File: config.mk
export PLATFORM = sky130hd
export DESIGN_NAME = clkdiv_search
export DESIGN_NICKNAME = d
export VERILOG_FILES = /design/src/rtl/clkdiv_search_pkg.sv /design/src/rtl/rdiv_restoring.sv /design/src/rtl/best_keep.sv /design/src/rtl/clkdiv_search.sv
export SDC_FILE = /design/constraint.sdc
export NUM_CORES = 1
export LEC_CHECK = 0
export ABC_AREA = 1
export BUFFER_PORTS_ARGS = -buffer_cell sky130_fd_sc_hd__buf_2
export CAP_MARGIN = 20
export CORE_MARGIN = 3
export CORE_UTILIZATION = 39
export CTS_CLUSTER_SIZE = 14
export DETAILED_ROUTE_END_ITERATION = 6
export GPL_TIMING_DRIVEN = 0
export HOLD_SLACK_MARGIN = 0.12
export PLACE_DENSITY = 0.55
export SLEW_MARGIN = 20
export SYNTH_ARGS = -nofsm -noshare
export SYNTH_HDL_FRONTEND = slang
export SYNTH_SLANG_ARGS = --single-unit
export TNS_END_PERCENT = 50
File: constraint.sdc
create_clock -name clk -period 10.6 [get_ports clk]
set_input_delay 1.06 -clock clk [delete_from_list [all_inputs] [get_ports clk]]
set_output_delay 1.06 -clock clk [all_outputs]
set_load 0.03 [all_outputs]
File: src/rtl/clkdiv_search_pkg.sv
package clkdiv_search_pkg;

    localparam int NUM_SRC = 3;
    localparam int NUM_PRE = 3;
    localparam logic [2:0] PRE_FIRST = 3'd4;

    typedef enum logic [2:0] {
        ST_IDLE,
        ST_Q_GO,
        ST_Q_WAIT,
        ST_R_GO,
        ST_R_WAIT,
        ST_NEXT
    } state_e;

    // Predivide code for a loop index: 4 -> /2, 5 -> /2.5, 6 -> /3.
    function automatic logic [2:0] pre_code(input logic [1:0] idx);
        return PRE_FIRST + {1'b0, idx};
    endfunction

    function automatic logic [1:0] last_idx(input int n);
        return 2'(n - 1);
    endfunction

endpackage

File: src/rtl/rdiv_restoring.sv
module rdiv_restoring #(
    parameter int W = 32
) (
    input  logic         clk,
    input  logic         rst,
    input  logic         go,
    input  logic [W-1:0] dividend,
    input  logic [W-1:0] divisor,
    output logic         done,
    output logic [W-1:0] quot,
    output logic [W-1:0] rem
);
    localparam int CW = $clog2(W + 1);

    logic [W-1:0]  q_r, r_r, d_r;
    logic [CW-1:0] cnt;
    logic          run;
    logic [W:0]    trial;

    assign trial = {r_r, q_r[W-1]} - {1'b0, d_r};

    always_ff @(posedge clk) begin
        if (rst) begin
            q_r  <= '0;
            r_r  <= '0;
            d_r  <= '0;
            cnt  <= '0;
            run  <= 1'b0;
            done <= 1'b0;
        end else begin
            done <= 1'b0;
            if (go && !run) begin
                q_r <= dividend;
                r_r <= '0;
                d_r <= divisor;
                cnt <= CW'(W);
                run <= 1'b1;
            end else if (run) begin
                q_r <= {q_r[W-2:0], ~trial[W]};
                r_r <= trial[W] ? {r_r[W-2:0], q_r[W-1]} : trial[W-1:0];
                cnt <= cnt - 1'b1;
                if (cnt == CW'(1)) begin
                    run  <= 1'b0;
                    done <= 1'b1;
                end
            end
        end
    end

    assign quot = q_r;
    assign rem  = r_r;

    // the remainder left at completion is below the divisor
    assert_rem_below_R4: assert property (@(posedge clk) disable iff (rst)
        done |-> (r_r < d_r));

    // the search never launches a division by zero
    assert_nonzero_den_R2: assert property (@(posedge clk) disable iff (rst)
        (go && !run) |-> (divisor != '0));

endmodule

File: src/rtl/best_keep.sv
module best_keep #(
    parameter int RATE_W = 31,
    parameter int DIV_W  = 7
) (
    input  logic              clk,
    input  logic              rst,
    input  logic              clr,
    input  logic              offer,
    input  logic [1:0]        c_src,
    input  logic [2:0]        c_pre,
    input  logic [DIV_W-1:0]  c_div,
    input  logic [RATE_W-1:0] c_rate,
    input  logic [RATE_W-1:0] c_err,
    output logic              have,
    output logic [1:0]        b_src,
    output logic [2:0]        b_pre,
    output logic [DIV_W-1:0]  b_div,
    output logic [RATE_W-1:0] b_rate
);
    typedef struct packed {
        logic [1:0]        src;
        logic [2:0]        pre;
        logic [DIV_W-1:0]  dv;
        logic [RATE_W-1:0] rate;
        logic [RATE_W-1:0] err;
    } cand_t;

    cand_t best;
    logic  take;

    // strict less-than keeps the earliest candidate on a tie
    assign take = offer && (!have || (c_err < best.err));

    always_ff @(posedge clk) begin
        if (rst || clr) begin
            best <= '0;
            have <= 1'b0;
        end else if (take) begin
            best <= '{src: c_src, pre: c_pre, dv: c_div, rate: c_rate, err: c_err};
            have <= 1'b1;
        end
    end

    assign b_src  = best.src;
    assign b_pre  = best.pre;
    assign b_div  = best.dv;
    assign b_rate = best.rate;

    // once a best exists, its error never grows within a search
    assert_err_nonrise_R5: assert property (@(posedge clk) disable iff (rst)
        (have && $past(have)) |-> (best.err <= $past(best.err)));

endmodule

File: src/rtl/clkdiv_search.sv
module clkdiv_search
    import clkdiv_search_pkg::*;
#(
    parameter int RATE_W  = 31,
    parameter int DIV_MIN = 2,
    parameter int DIV_MAX = 127,
    localparam int DIV_W  = $clog2(DIV_MAX + 1)
) (
    input  logic              clk,
    input  logic              rst,
    input  logic              start,
    input  logic [RATE_W-1:0] target,
    input  logic [RATE_W-1:0] ref_a,
    input  logic [RATE_W-1:0] ref_b,
    input  logic [RATE_W-1:0] ref_x,
    output logic              busy,
    output logic              done,
    output logic              fail,
    output logic [1:0]        sel_src,
    output logic [2:0]        sel_pre,
    output logic [DIV_W-1:0]  sel_div,
    output logic [RATE_W-1:0] rate_out
);
    localparam int NUM_W = RATE_W + 1;
    localparam logic [1:0] LAST_SRC = last_idx(NUM_SRC);
    localparam logic [1:0] LAST_PRE = last_idx(NUM_PRE);

    state_e            st;
    logic [RATE_W-1:0] ref0_q, ref1_q, ref2_q, tgt_q, cur_ref;
    logic [1:0]        sidx, pidx;
    logic [2:0]        pre;
    logic [DIV_W-1:0]  cur_div;

    logic [RATE_W-1:0] mx_ab, mx_all, lim, tgt_in;
    logic [NUM_W-1:0]  dvd, den, quot, rem;
    logic              dv_go, dv_done, in_range;
    logic [RATE_W-1:0] cand_rate, cand_err;
    logic              offer, clr, have;
    logic [1:0]        b_src;
    logic [2:0]        b_pre;
    logic [DIV_W-1:0]  b_div;
    logic [RATE_W-1:0] b_rate;

    // target limit: a quarter of the fastest reference
    assign mx_ab  = (ref_a > ref_b) ? ref_a : ref_b;
    assign mx_all = (mx_ab > ref_x) ? mx_ab : ref_x;
    assign lim    = mx_all >> 2;
    assign tgt_in = (target > lim) ? lim : target;

    always_comb begin
        unique case (sidx)
            2'd0:    cur_ref = ref0_q;
            2'd1:    cur_ref = ref1_q;
            default: cur_ref = ref2_q;
        endcase
    end

    assign pre   = pre_code(pidx);
    assign dvd   = {cur_ref, 1'b0};
    assign den   = (st == ST_R_GO) ? NUM_W'(pre) * NUM_W'(cur_div)
                                   : NUM_W'(tgt_q) * NUM_W'(pre);
    assign dv_go = ((st == ST_Q_GO) && (tgt_q != '0)) || (st == ST_R_GO);

    rdiv_restoring #(.W(NUM_W)) u_div (
        .clk(clk), .rst(rst), .go(dv_go), .dividend(dvd), .divisor(den),
        .done(dv_done), .quot(quot), .rem(rem)
    );

    assign in_range  = (quot >= NUM_W'(DIV_MIN)) && (quot <= NUM_W'(DIV_MAX));
    assign cand_rate = quot[RATE_W-1:0];
    assign cand_err  = (cand_rate > tgt_q) ? cand_rate - tgt_q : tgt_q - cand_rate;
    assign offer     = (st == ST_R_WAIT) && dv_done;
    assign clr       = (st == ST_IDLE) && start;

    best_keep #(.RATE_W(RATE_W), .DIV_W(DIV_W)) u_best (
        .clk(clk), .rst(rst), .clr(clr), .offer(offer),
        .c_src(sidx), .c_pre(pre), .c_div(cur_div), .c_rate(cand_rate), .c_err(cand_err),
        .have(have), .b_src(b_src), .b_pre(b_pre), .b_div(b_div), .b_rate(b_rate)
    );

    always_ff @(posedge clk) begin
        if (rst) begin
            st       <= ST_IDLE;
            ref0_q   <= '0;
            ref1_q   <= '0;
            ref2_q   <= '0;
            tgt_q    <= '0;
            sidx     <= '0;
            pidx     <= '0;
            cur_div  <= '0;
            done     <= 1'b0;
            fail     <= 1'b0;
            sel_src  <= '0;
            sel_pre  <= '0;
            sel_div  <= '0;
            rate_out <= '0;
        end else begin
            done <= 1'b0;
            unique case (st)
                ST_IDLE: if (start) begin
                    ref0_q <= ref_a;
                    ref1_q <= ref_b;
                    ref2_q <= ref_x;
                    tgt_q  <= tgt_in;
                    sidx   <= '0;
                    pidx   <= '0;
                    st     <= ST_Q_GO;
                end
                ST_Q_GO:   st <= (tgt_q == '0) ? ST_NEXT : ST_Q_WAIT;
                ST_Q_WAIT: if (dv_done) begin
                    cur_div <= quot[DIV_W-1:0];
                    st      <= in_range ? ST_R_GO : ST_NEXT;
                end
                ST_R_GO:   st <= ST_R_WAIT;
                ST_R_WAIT: if (dv_done) st <= ST_NEXT;
                ST_NEXT: begin
                    if (pidx == LAST_PRE) begin
                        pidx <= '0;
                        if (sidx == LAST_SRC) begin
                            st       <= ST_IDLE;
                            done     <= 1'b1;
                            fail     <= !have;
                            sel_src  <= have ? b_src  : '0;
                            sel_pre  <= have ? b_pre  : '0;
                            sel_div  <= have ? b_div  : '0;
                            rate_out <= have ? b_rate : '0;
                        end else begin
                            sidx <= sidx + 2'd1;
                            st   <= ST_Q_GO;
                        end
                    end else begin
                        pidx <= pidx + 2'd1;
                        st   <= ST_Q_GO;
                    end
                end
                default: st <= ST_IDLE;
            endcase
        end
    end

    assign busy = (st != ST_IDLE);

    // done is a single-cycle pulse
    assert_done_pulse_R8: assert property (@(posedge clk) disable iff (rst)
        done |=> !done);

    // result outputs only move on a done cycle
    assert_hold_R8: assert property (@(posedge clk) disable iff (rst)
        !done |-> $stable({fail, sel_src, sel_pre, sel_div, rate_out}));

    // a reported divisor is in range
    assert_div_range_R3: assert property (@(posedge clk) disable iff (rst)
        (done && !fail) |-> ((sel_div >= DIV_W'(DIV_MIN)) && (sel_div <= DIV_W'(DIV_MAX))));

    // reported predivide code and source are legal
    assert_pre_code_R2: assert property (@(posedge clk) disable iff (rst)
        (done && !fail) |-> ((sel_pre >= 3'd4) && (sel_pre <= 3'd6) && (sel_src <= 2'd2)));

    // failure clears the result fields
    assert_fail_zero_R6: assert property (@(posedge clk) disable iff (rst)
        (done && fail) |-> ((sel_div == '0) && (rate_out == '0) && (sel_pre == '0)));

    // a start during a search neither ends nor restarts it early
    assert_start_ignored_R7: assert property (@(posedge clk) disable iff (rst)
        (busy && start && !done) |=> (busy || done));

endmodule

==> impl_metrics.csv <==
group,metric,value,unit
critical_path,endpoint_kind,"flop",
grt,grt_pass1_vias,24800,
route,initialDrtViolationCount,1668,
grt,antenna_found_initial,0,
clock_tree,root_buffer,"clkbuf_16",
final_layout,nets,4448,
power,comb_power_share,0.645,
power,pwr-share-seq,0.189,
logic_synthesis,synth_nets,4231,
placed_design,dpl.hpwl,78100,µm
logic_synthesis,yosysWarningCount,0,
power,total_switching_power,0.00513,W
grt,grt_usage,0.267,
timing,hold_slack,0.459,ns
critical_path,crit_family,"simple AND/OR/NAND/NOR gates",
clock_tree,post_cts_buffers,0,
final_layout,syn_to_final_growth,13.6,%
timing,fmax,139,MHz
critical_path,r2r_end,"u_best.b_div[5]$_SDFFE_PP0P_",
timing,min_period,7.22,ns
logic_synthesis,synthArstFlopShare,0,
timing,rsz0062_at_grt,"no",
logic_synthesis,synth_top_area_frac,0.281,
critical_path,cp.arrival,7.70,ns
final_layout,utilization,0.450,
power,leakagePower,14.5,nW
critical_path,r2r_setup_slack,3.43,ns
floorplanning,die_y,263,µm
floorplanning,fp.dieW,263,µm
placed_design,gp_congestion,0.986,
critical_path,cp.buffers_inverters,8,
timing,period_share,0.681,
logic_synthesis,synth.distinct_cells,50,
critical_path,worstPathRequired,11.08,ns
route,vias,25500,
critical_path,worstSetupStartpoint,"ref_b[30]",
logic_synthesis,ys_seq_elements,361,
grt,overflow,0,
timing,setup_tns,0,ns
floorplanning,pin_count,173,
clock_tree,numCtsBuffers,44,
floorplanning,rows,93,
power,vdd_drop_max,213,µV
critical_path,path_common_cell,"nand2_1",
route,viasPerCell,5.19,
route,first_pass_iters,7,
critical_path,crit_cells,33,
timing,slew_violations,0,
final_layout,layout-drive-gt1-share,0.0705,
clock_tree,cts_max_path_buffers,3,
power,total_power,0.00976,W
logic_synthesis,yosysMostFrequentCell,"nand2_1",
logic_synthesis,synth_ff_type,"dfxtp_1",
logic_synthesis,syn_inst,3808,
floorplanning,start_util,0.396,
critical_path,crit_end,"tgt_q[27]$_SDFFE_PP0P_",
timing,slew-limit-headroom,0.206,
floorplanning,die-area,69000,µm²
timing,tightest_slew,1.19,ns
route,dr.max_layer_used,"met4",
clock_tree,cts_tree,"built",
clock_tree,cts_resized,0,
clock_tree,clock_sinks,361,
power,p_clk_frac,0.166,
clock_tree,insertion_delay,0.60,ns
critical_path,max_stage_delay,0.55,ns
grt,grt_start_max_net_pins,14,
logic_synthesis,synth_edf_count,0,
power,power.density_cell_area,334,nW/µm²
logic_synthesis,synth.avg_cell_area,6.75,µm²
route,wl_met2,44500,µm
critical_path,r2r_cells,27,
clock_tree,postCtsHoldBufs,0,
critical_path,r2r_start,"tgt_q[26]$_SDFFE_PP0P_",
timing,setup_viol,0,
route,wl_met3,4230,µm
critical_path,cpMaxStageDelayCell,"clkbuf_1",
clock_tree,clk_pin_slew,0.06,ns
power,p_int,0.00463,W
timing,skew,0.0396,ns
outcome,outcome,"completed",
critical_path,critPathKind,"input pin to flop",
worst_hold_path,hold_path.class,"flop to flop",
clock_tree,htreeDepth,2,
logic_synthesis,yosysSeqAreaShare,0.281,
placed_design,io_buffers,171,
logic_synthesis,yosys-top-cells-count,"nand2_1 (787), inv_1 (712), a21oi_1 (369)",
route,antenna_left,0,
route,m1WireLength,42700,µm
logic_synthesis,yosys-top-cells-area,"dfxtp_1 (28%), ha_1 (13%), nand2_1 (11%)",
worst_hold_path,hold_depth,2,
critical_path,worstSetupStartpointType,"input pin",
grt,grt_pass1_wl,144000,µm
logic_synthesis,netlist_area,25700,µm²
logic_synthesis,synth_largest_area_cell,"dfxtp_1",
timing,finalHoldViolCount,0,
job,cap_violations,0,
power,swShare,0.526,
route,wl,94500,µm
route,drc,0,
critical_path,crit_fanout,10,
route,routedWlPerCell,19.2,µm
floorplanning,core,64800,µm²
## stage by stage
step	instance area, µm²	setup slack (ns)	instances
2_1_floorplan	25700	5.06	3808
3_3_place_gp	27600	2.80	4834
3_5_place_dp	27600	2.76	4834
4_1_cts	29200	3.38	4914
5_1_grt	29200	2.95	4914
6_report	29200	3.38	4915
## metal layers
metal | vias to the layer above | global-route usage
li1 | 12900 | -
met1 | 11800 | 0.351
met2 | 610 | 0.460
met3 | 124 | 0.0281
met4 | 0 | 0.0806
met5 | - | 0
## worst min-delay path by stage
stage / end / startpoint
2_1_floorplan: u_div.d_r[26]$_SDFFE_PP0P_ / u_div.d_r[26]$_SDFFE_PP0P_
3_3_place_gp: u_div.d_r[26]$_SDFFE_PP0P_ / u_div.d_r[26]$_SDFFE_PP0P_
3_5_place_dp: rate_out[27]$_SDFFE_PP0P_ / rate_out[27]$_SDFFE_PP0P_
4_1_cts: rate_out[27]$_SDFFE_PP0P_ / rate_out[27]$_SDFFE_PP0P_
5_1_grt: u_best.best[9]$_SDFFE_PP0P_ / u_best.best[9]$_SDFFE_PP0P_
6_report: u_best.best[15]$_SDFFE_PP0P_ / u_best.best[15]$_SDFFE_PP0P_
## worst register-to-register path: cells and delay by family (launching register included)
kind | cells | cell delay [ns]
AND/OR/NAND/NOR | 12 | 2.32
buffers and inverters | 7 | 2.30
AO/OA/AOI/OAI | 5 | 0.84
adder cells (fa/ha/maj) | 2 | 0.74
XOR/XNOR | 1 | 0.30
flip-flops | 1 | 0.57
## cell usage in the layout (no fill, tap or decap), types with 12 or more instances in the layout
master,instances
a211oi_1,12
a21o_1,13
a21oi_1,369
a31oi_1,13
buf_2,183
clkbuf_1,123
clkbuf_16,44
clkinv_2,12
dfxtp_1,361
fa_1,39
ha_1,257
inv_1,712
nand2_1,787
nand3_1,113
nand4_1,31
nor2_1,222
nor3_1,26
nor4_1,23
o211ai_1,38
o21a_1,13
o21ai_0,318
o21ai_1,14
o221ai_1,33
o22ai_1,140
xnor2_1,24
xor2_1,41
## kinds of logic after synthesis
group / after synthesis / synth area share
AOI/OAI and AO/OA: 1001 / 0.220
xor gates and xnor gates: 65 / 0.0222
adders and majority gates: 296 / 0.156
buffers and inverters: 864 / 0.128
DFF: 361 / 0.281
muxes: 4 / 0.00166
and+or+nand+nor: 1217 / 0.192
## registers in the layout, indices dropped and copies added, names as in the netlist, 3 cells and up
signal / count
u_div.d_r: 32
u_div.quot: 32
u_div.rem: 32
rate_out: 31
ref0_q: 31
ref1_q: 31
ref2_q: 31
tgt_q: 31
u_best.b_rate: 31
u_best.best: 31
cur_div: 7
sel_div: 7
u_best.b_div: 7
u_div.cnt: 6
sel_pre: 3
st: 3
u_best.b_pre: 3
## power by group through the flow
stage	registers, W	clock network (W)	logic (W)
2_1_floorplan	0.00175	0	0.00441
3_3_place_gp	0.00186	0	0.00621
3_5_place_dp	0.00187	0	0.00620
4_1_cts	0.00184	0.00165	0.00623
5_1_grt	0.00186	0.00170	0.00709
6_report	0.00184	0.00162	0.00629
## cell type report
cell class	instances	area (µm²)
plain buffers	144	591
inverters	720	2700
well taps	855	1070
repair buffers	171	856
clock buffers	53	1170
flip-flops and latches	361	7230
multi-input cells	2583	15200
clock inverters	27	380
diodes	1	2.50
fillers	6988	35600
(Power assumes the default switching activity.)
